[config.mk]
export PLATFORM = sky130hd
export DESIGN_NAME = sdr_init_seq
export DESIGN_NICKNAME = d
export VERILOG_FILES = /design/src/rtl/sdr_init_pkg.sv /design/src/rtl/sdr_en_sync.sv /design/src/rtl/sdr_wait_timer.sv /design/src/rtl/sdr_init_fsm.sv /design/src/rtl/sdr_init_seq.sv
export SDC_FILE = /design/constraint.sdc
export NUM_CORES = 1
export LEC_CHECK = 0
export ABC_AREA = 1
export BUFFER_PORTS_ARGS = -buffer_cell sky130_fd_sc_hd__buf_2
export CORE_MARGIN = 5
export CORE_UTILIZATION = 45
export DETAILED_ROUTE_END_ITERATION = 10
export HOLD_SLACK_MARGIN = 0.05
export PLACE_DENSITY = 0.72
export SYNTH_ARGS = -nofsm -noshare
export SYNTH_HDL_FRONTEND = slang
export SYNTH_SLANG_ARGS = --single-unit
export TNS_END_PERCENT = 30
[constraint.sdc]
create_clock -name clk -period 3 [get_ports clk]
set_input_delay 0.3 -clock clk [delete_from_list [all_inputs] [get_ports clk]]
set_output_delay 0.3 -clock clk [all_outputs]
set_load 0.02 [all_outputs]
[src/rtl/sdr_init_pkg.sv]
package sdr_init_pkg;

    typedef enum logic [1:0] {
        CMD_NOP       = 2'b00,
        CMD_PRECHARGE = 2'b01,
        CMD_AUTOREF   = 2'b10,
        CMD_LOADMODE  = 2'b11
    } sdr_cmd_e;

    typedef enum logic [1:0] {
        CYC_IDLE    = 2'b00,
        CYC_COMMAND = 2'b01,
        CYC_DATA    = 2'b10,
        CYC_REFRESH = 2'b11
    } sdr_cyc_e;

    typedef enum logic [2:0] {
        ST_IDLE,
        ST_WAIT,
        ST_ISSUE,
        ST_BUSY,
        ST_DONE
    } init_state_e;

    // Field order from MSB to LSB; bit positions are what the memory decodes.
    typedef struct packed {
        logic [1:0] rsv_hi;     // [11:10]
        logic       wr_single;  // [9]
        logic [1:0] op_mode;    // [8:7]
        logic [2:0] cas;        // [6:4]
        logic       interleave; // [3]
        logic [2:0] burst;      // [2:0]
    } mode_word_t;

    function automatic mode_word_t build_mode(input int cas_lat, input int burst_code,
                                              input int interleave, input int wr_single);
        mode_word_t m;
        m.rsv_hi     = 2'b00;
        m.wr_single  = (wr_single != 0);
        m.op_mode    = 2'b00;
        m.cas        = 3'(cas_lat);
        m.interleave = (interleave != 0);
        m.burst      = 3'(burst_code);
        return m;
    endfunction

    function automatic sdr_cmd_e cmd_for_slot(input int slot, input int last);
        if (slot == 0)
            return CMD_PRECHARGE;
        else if (slot == last)
            return CMD_LOADMODE;
        else
            return CMD_AUTOREF;
    endfunction

endpackage

[src/rtl/sdr_en_sync.sv]
module sdr_en_sync #(
    parameter int STAGES = 2
) (
    input  logic clk,
    input  logic rst,
    input  logic d_async,
    output logic q
);
    logic [STAGES-1:0] chain;

    generate
        for (genvar g = 0; g < STAGES; g++) begin : g_stage
            if (g == 0) begin : g_first
                always_ff @(posedge clk) begin
                    if (rst) chain[0] <= 1'b0;
                    else     chain[0] <= d_async;
                end
            end else begin : g_next
                always_ff @(posedge clk) begin
                    if (rst) chain[g] <= 1'b0;
                    else     chain[g] <= chain[g-1];
                end
            end
        end
    endgenerate

    assign q = chain[STAGES-1];

endmodule

[src/rtl/sdr_wait_timer.sv]
module sdr_wait_timer #(
    parameter int CYCLES = 20
) (
    input  logic clk,
    input  logic rst,
    input  logic load,
    output logic expired
);
    localparam int CW = (CYCLES < 2) ? 1 : $clog2(CYCLES + 1);
    localparam logic [CW-1:0] RELOAD = CW'(CYCLES - 1);

    logic [CW-1:0] cnt;

    always_ff @(posedge clk) begin
        if (rst)
            cnt <= '0;
        else if (load)
            cnt <= RELOAD;
        else if (cnt != '0)
            cnt <= cnt - 1'b1;
    end

    assign expired = (cnt == '0);

    // once run out, the count never wraps back up by itself
    p_timer_floor_r2: assert property (@(posedge clk) disable iff (rst)
        (expired && !load) |=> expired);

endmodule

[src/rtl/sdr_init_fsm.sv]
module sdr_init_fsm
    import sdr_init_pkg::*;
#(
    parameter int NUM_REFRESH = 2,
    parameter int STEP_W      = 4
) (
    input  logic              clk,
    input  logic              rst,
    input  logic              en_s,
    input  logic              tmr_expired,
    input  logic [1:0]        cyc_type,
    input  logic [STEP_W-1:0] cyc_step,
    output logic              tmr_load,
    output logic              cmd_req,
    output logic [1:0]        cmd_code,
    output logic              init_done
);
    localparam int SLOTS = NUM_REFRESH + 2;
    localparam int IW    = $clog2(SLOTS);
    localparam logic [IW-1:0] LAST = IW'(SLOTS - 1);

    init_state_e   state, state_n;
    logic [IW-1:0] slot;
    logic          accept, back_idle;

    assign accept    = (cyc_type == CYC_COMMAND) && (cyc_step == '0);
    assign back_idle = (cyc_type == CYC_IDLE);

    always_comb begin
        state_n = state;
        case (state)
            ST_IDLE:  if (en_s)        state_n = ST_WAIT;
            ST_WAIT:  if (tmr_expired) state_n = ST_ISSUE;
            ST_ISSUE: if (accept)      state_n = ST_BUSY;
            ST_BUSY:  if (back_idle)   state_n = (slot == LAST) ? ST_DONE : ST_ISSUE;
            ST_DONE:                   state_n = ST_DONE;
            default:                   state_n = ST_IDLE;
        endcase
    end

    always_ff @(posedge clk) begin
        if (rst) begin
            state <= ST_IDLE;
            slot  <= '0;
        end else begin
            state <= state_n;
            if (state == ST_BUSY && back_idle && slot != LAST)
                slot <= slot + 1'b1;
        end
    end

    assign tmr_load  = (state == ST_IDLE) && en_s;
    assign cmd_req   = (state == ST_ISSUE);
    assign cmd_code  = cmd_req ? cmd_for_slot(int'(slot), int'(LAST)) : CMD_NOP;
    assign init_done = (state == ST_DONE);

    // without the synchronized enable nothing leaves idle
    p_no_start_r2: assert property (@(posedge clk) disable iff (rst)
        (state == ST_IDLE && !en_s) |=> (state == ST_IDLE && !cmd_req));

    // the opening request of the series is a precharge
    p_first_pre_r4: assert property (@(posedge clk) disable iff (rst)
        ($rose(cmd_req) && slot == '0) |-> (cmd_code == CMD_PRECHARGE));

    // request and code held until a step-0 command cycle is seen
    p_hold_r5: assert property (@(posedge clk) disable iff (rst)
        (cmd_req && !((cyc_type == CYC_COMMAND) && (cyc_step == '0)))
            |=> (cmd_req && $stable(cmd_code)));

    // request falls after acceptance
    p_drop_r6: assert property (@(posedge clk) disable iff (rst)
        (cmd_req && (cyc_type == CYC_COMMAND) && (cyc_step == '0)) |=> !cmd_req);

    // no new request while the shared machine is still busy
    p_wait_idle_r6: assert property (@(posedge clk) disable iff (rst)
        (state == ST_BUSY && cyc_type != CYC_IDLE) |=> !cmd_req);

    // no-op code whenever the strobe is low
    p_nop_when_quiet_r7: assert property (@(posedge clk) disable iff (rst)
        !cmd_req |-> (cmd_code == CMD_NOP));

    // done is sticky and silences further requests
    p_done_sticky_r8: assert property (@(posedge clk) disable iff (rst)
        init_done |=> (init_done && !cmd_req));

endmodule

[src/rtl/sdr_init_seq.sv]
module sdr_init_seq
    import sdr_init_pkg::*;
#(
    parameter int SYNC_STAGES      = 2,
    parameter int WAIT_CYCLES      = 20,
    parameter int NUM_REFRESH      = 2,
    parameter int STEP_W           = 4,
    parameter int CAS_LAT          = 3,
    parameter int BURST_LEN_CODE   = 3,
    parameter int BURST_INTERLEAVE = 0,
    parameter int SINGLE_WRITE     = 0
) (
    input  logic              clk,
    input  logic              rst,
    input  logic              en_async,
    input  logic [1:0]        cyc_type,
    input  logic [STEP_W-1:0] cyc_step,
    output logic [1:0]        cmd_code,
    output logic              cmd_req,
    output logic [11:0]       mode_word,
    output logic              init_done
);
    localparam mode_word_t MODE_VALUE =
        build_mode(CAS_LAT, BURST_LEN_CODE, BURST_INTERLEAVE, SINGLE_WRITE);

    logic en_s;
    logic tmr_load;
    logic tmr_expired;

    sdr_en_sync #(.STAGES(SYNC_STAGES)) u_sync (
        .clk     (clk),
        .rst     (rst),
        .d_async (en_async),
        .q       (en_s)
    );

    sdr_wait_timer #(.CYCLES(WAIT_CYCLES)) u_timer (
        .clk     (clk),
        .rst     (rst),
        .load    (tmr_load),
        .expired (tmr_expired)
    );

    sdr_init_fsm #(.NUM_REFRESH(NUM_REFRESH), .STEP_W(STEP_W)) u_fsm (
        .clk         (clk),
        .rst         (rst),
        .en_s        (en_s),
        .tmr_expired (tmr_expired),
        .cyc_type    (cyc_type),
        .cyc_step    (cyc_step),
        .tmr_load    (tmr_load),
        .cmd_req     (cmd_req),
        .cmd_code    (cmd_code),
        .init_done   (init_done)
    );

    assign mode_word = MODE_VALUE;

    // done only ever follows a finished request, never a fresh one
    p_done_no_req_r8: assert property (@(posedge clk) disable iff (rst)
        $rose(init_done) |-> !cmd_req);

endmodule

Yosys cells after proc, flatten, opt, wreduce, memory -nomap -nowiden
Index checks and enable logic that the tools add are counted.
{"block": "classes", "addsub": 2, "n_eq_ne": 12, "reduce_logical": 13, "muxes": 11}
{"operator": "two-way mux 3 bit", "n": 5}
{"operator": "one-hot mux 3 bit (5 select lines)", "n": 1}
{"operator": "two-way mux 5 bit", "n": 2}
{"operator": "!= test 2 bit, second input constant", "n": 4}
{"operator": "== test 3 x 2 -> 1 bit, second input constant", "n": 2}
{"operator": "zero test 5 bit", "n": 1}
{"operator": "nonzero test 5 bit", "n": 1}
{"operator": "subtractor 5 x 1 -> 5 bit, second input constant", "n": 1}
{"operator": "== test 2 x 1 -> 1 bit, second input constant", "n": 2}
{"operator": "logical AND 1 bit", "n": 4}
{"operator": "zero test 2 bit", "n": 2}
{"operator": "zero test 4 bit", "n": 1}
{"operator": "two-way mux 2 bit", "n": 2}
{"operator": "AND reduction 4 bit", "n": 1}
{"operator": "== test 3 x 1 -> 1 bit, second input constant", "n": 1}
{"operator": "== test 3 bit, second input constant", "n": 1}
{"operator": "zero test 3 bit", "n": 1}
{"operator": "adder 2 x 1 -> 2 bit, second input constant", "n": 1}
{"operator": "== test 2 bit, second input constant", "n": 1}
{"operator": "!= test 2 x 1 -> 1 bit, second input constant", "n": 1}
{"operator": "nonzero test 2 bit", "n": 1}
{"operator": "OR reduction 2 bit", "n": 1}
{"operator": "two-way mux 1 bit", "n": 1}
{"block": "totals", "elab_cells": 44, "ff_bits": 12, "input_bits": 9, "out_inout_bits": 16}

Depth between registers and ports, before layout
{"block": "depth", "word_depth": 4, "ltp_mapped": 9, "ltp_nobuf": 9}

Cells and area by module
Synthesis repeated with hierarchy kept, for this count alone.
{"block": "hier_totals", "hier_cells": 115, "area_unflattened_um2": 787.0}
{"module": "sdr_init_fsm", "area_each_um2": 394.1, "cells_per_inst": 62, "seq_area_each_um2": 100.1, "instances": 1}
{"module": "sdr_wait_timer", "area_each_um2": 240.2, "cells_per_inst": 33, "seq_area_each_um2": 100.1, "instances": 1}
{"module": "sdr_init_seq", "area_each_um2": 97.6, "cells_per_inst": 14, "seq_area_each_um2": 0.0, "instances": 1}
{"module": "sdr_en_sync", "area_each_um2": 55.1, "cells_per_inst": 6, "seq_area_each_um2": 40.0, "instances": 1}

Worst setup path before layout
OpenSTA, ideal clock, no wires.
{"block": "synth_path", "path_type": "reg2out", "startpoint": "register u_fsm.state[2]", "endpoint": "output cmd_code[0]", "path_stages_with_launch": 6, "path_buffers": 0, "t_arrival_ns": 1.077, "path_slack_ns": 1.623, "required_time_ns": 2.700, "path_cell_list": "dfxtp_1 > inv_2 > nand2_2 > nor2_2 > inv_1 > nor2_1"}
{"block": "synth_between", "elab_chain_len": 2}
{"item": "start: declaration", "line": "sdr_init_fsm.sv:22", "rtl": "init_state_e state, state_n;"}
{"item": "start signal: assignment", "line": "sdr_init_fsm.sv:46", "rtl": "state <= state_n;"}
{"item": "== test 3 x 2 -> 1 bit", "line": "sdr_init_fsm.sv:53", "rtl": "assign cmd_req = (state == ST_ISSUE);"}
{"item": "named net cmd_req", "line": "sdr_init_seq.sv:19", "rtl": "output logic cmd_req,"}
{"item": "two-way mux 2 bit", "line": "sdr_init_fsm.sv:54", "rtl": "assign cmd_code = cmd_req ? cmd_for_slot(int'(slot), int'(LAST)) : CMD_NOP;"}
{"item": "end: declaration", "line": "sdr_init_seq.sv:18", "rtl": "output logic [1:0] cmd_code,"}
The timed path passes the listed nets, and every way through them passes these cells.

Worst setup path in the final report
{"block": "layout_path", "startpoint": "register u_fsm.state[0]", "endpoint": "output init_done"}
{"block": "layout_between", "elab_chain_len": 1}
{"item": "== test 3 bit", "line": "sdr_init_fsm.sv:55", "rtl": "assign init_done = (state == ST_DONE);"}
{"item": "end: declaration", "line": "sdr_init_seq.sv:21", "rtl": "output logic init_done"}
No other way between the ends.

==> flow_summary.ini <==
[status]
outcome = complete, no violations

[die]
io_pins = 25
die-area_mm2 = 0.002620
start_util_pct = 48.96
rows = 14
die_h_um = 51.19
core_area_mm2 = 0.001559
die_w_um = 51.19

[cts]
ctsHoldBuffers = 0
cts_root_buffer = clkbuf_4
ctsResizeCount = 0
clk_latency_ns = 0.27
cts_made_buffers = 3
cts_setup_buffers = 0
htreeDepth = 1
cts_tree = done
clk_pin_slew_ns = 0.08
clk_path_buf_depth = 2
clock_sinks = 12

[placement]
portBuffers = 12
hpwlAfterDp_um = 1061
place_congestion = 0.7559

[worst_setup_path]
crit_top_cell = nor2_1
critPathRequiredTime_ns = 2.70
critPathLaunchType = register
reg2reg_slack_ns = 1.69
crit_chain = nor2_1 -> inv_1 -> nor2_1 -> buf_2
slowest_delay_ns = 0.35
critPathBufInv = 2
cp-end-kind = output port
arrival_ns = 1.27
critical_path.top_delay_family = simple AND/OR/NAND/NOR gates
worst-setup-path-type = register to output port
critPathSlowestCell = dfxtp_1
worstPathMaxFanout = 4

[drt]
postRouteAntennaNets = 0
viasPerCell = 4.360
drc = 0
drt_wl_total_um = 1238
vias = 606
wire_per_inst_um = 8.906
dr.pass1.iters = 2
drtIter0Drc = 1

[finish]
area_growth_pct = 8.361
drive_gt1_share_pct = 21.95
fin_util_pct = 53.05
final_nets = 136
diodes = 0

[logic_synthesis]
yosysWarnings = 0
synth-edff-count = 0
netlist_top_cells_count = inv_1 (20), nand2_1 (14), nor2_1 (14), buf_4 (12), dfxtp_1 (12)
ys_types = 20
ys_seq_elements = 12
syn_inst = 109
yosysMostFrequentCell = inv_1
postSynthAreaPerCell_um2 = 7.002
synth_top_cell_area_share_pct = 31.48
ys.flop_type = dfxtp_1
syn-cell-area_um2 = 763.2
async_reset_ff_share_pct = 0
synth_area_leaders = dfxtp_1 (31%), buf_4 (12%), inv_1 (9.8%)
synth_largest_area_cell = dfxtp_1
ys_seq_area_share_pct = 31.48

[power]
powerDensity_mw_per_mm2 = 867.3
p_leak_uw = 0.0004324
finalPower_uw = 717.3
irDropWorstVdd_uv = 462.5

[global_routing]
antenna_found_initial = 0
grt_overflow = 0
grt_max_degree = 8
grt_pass1_wl_um = 2228
grt_pass1_vias = 541
grt_usage_pct = 11.20

[timing]
hold_violations = 0
rsz0062_at_grt = no
worst_clock_skew_ns = 0.006287
period_share_pct = 52.48
fin_tns_setup_ns = 0
final-setup-viol-count = 0
fmax_mhz = 635.2
min_period_ns = 1.574
drv_slew = 0

[flow_run]
maxCapViolations = 0

[min_path]
min_path_type = primary input to register
[final cells by class]
type | count | area [µm²]
fill | 156 | 732.0
multi-input combinational | 74 | 391.6
sequential | 12 | 240.2
inverter | 21 | 78.83
timing repair buffer | 12 | 60.06
clock buffer | 4 | 36.28
tap | 16 | 20.02
[kinds of logic (layout without fill, tap and decap cells)]
| family | after synthesis | after routing | synth area share (%) |
|---|---|---|---|
| fa+ha+maj | 3 | 3 | 4.919 |
| flops | 12 | 12 | 31.48 |
| compound gates | 11 | 11 | 8.033 |
| simple gates | 46 | 46 | 30.16 |
| other cells | 2 | 12 | 0.9840 |
| buf+inv | 33 | 37 | 22.13 |
| xor+xnor | 2 | 2 | 2.296 |
[layout by cell type, fill, tap and decap left out]
| master | synthesis | routed |
|---|---|---|
| dfxtp_1 | 12 | 12 |
| o21ai_0 | 6 | 6 |
| nand3_4 | 1 | 1 |
| ha_1 | 3 | 3 |
| o21ai_2 | 1 | 1 |
| nand2_1 | 14 | 14 |
| xnor2_1 | 2 | 2 |
| conb_1 | 2 | 12 |
| nand4_1 | 2 | 2 |
| nor2_2 | 3 | 3 |
| clkbuf_4 | 0 | 3 |
| inv_2 | 1 | 1 |
| o211ai_1 | 1 | 1 |
| buf_2 | 0 | 12 |
| a21oi_1 | 3 | 3 |
| nor2_1 | 14 | 14 |
| nor2_4 | 2 | 2 |
| inv_1 | 20 | 20 |
| nor3_1 | 3 | 3 |
| clkbuf_8 | 0 | 1 |
| nand2_2 | 3 | 3 |
| nand3_1 | 4 | 4 |
[flip-flops by register name, indices dropped and copies added (netlist names)]
register      count
u_fsm.slot        2
u_fsm.state       3
u_sync.chain      1
u_sync.q          1
u_timer.cnt       5
[power by group]
part	total (µW)	switching (µW)	internal, µW
Sequential	233	34.1	199
Clock	125	51.5	73.7
Combinational	359	220	139
[metal layers]
metal / vias to the layer above / wire length (µm) / GRT usage (%)
li1: 338 / - / -
met1: 248 / 570 / 14.59
met2: 18 / 553 / 17.17
met3: 2 / 106 / 5.523
met4: 0 / 8 / 1.345
met5: - / 0 / 0
[worst register-to-register path: cells and delay by family, from the launching register on]
| kind | cells | cell delay [ns] |
|---|---|---|
| adders and majority gates | 1 | 0.25 |
| buffers and inverters | 2 | 0.11 |
| DFF | 1 | 0.31 |
| and+or+nand+nor | 6 | 0.54 |
[path summary, 6_finish.rpt]
| check | startpoint | end | cells past startpoint |
|---|---|---|---|
| max | u_fsm.state[0] | init_done | 4 |
| min | en_async | u_sync.chain[0] | 3 |
| max reg2reg | u_timer.cnt[0] | u_fsm.state[1] | 9 |
| min reg2reg | u_sync.chain[0] | u_sync.q | 2 |
[through the flow]
step | hold slack [ns] | instance area [µm²] | setup slack, ns | instances
floorplan | 0.3669 | 800.8 | 1.623 | 119
global placement | 0.3894 | 790.8 | 1.738 | 135
detailed placement | 0.3981 | 790.8 | 1.681 | 135
CTS | 0.2250 | 827.0 | 1.410 | 139
global route | 0.2507 | 827.0 | 1.309 | 139
finish | 0.2341 | 827.0 | 1.426 | 139
Power figures use the tool's default switching activity.
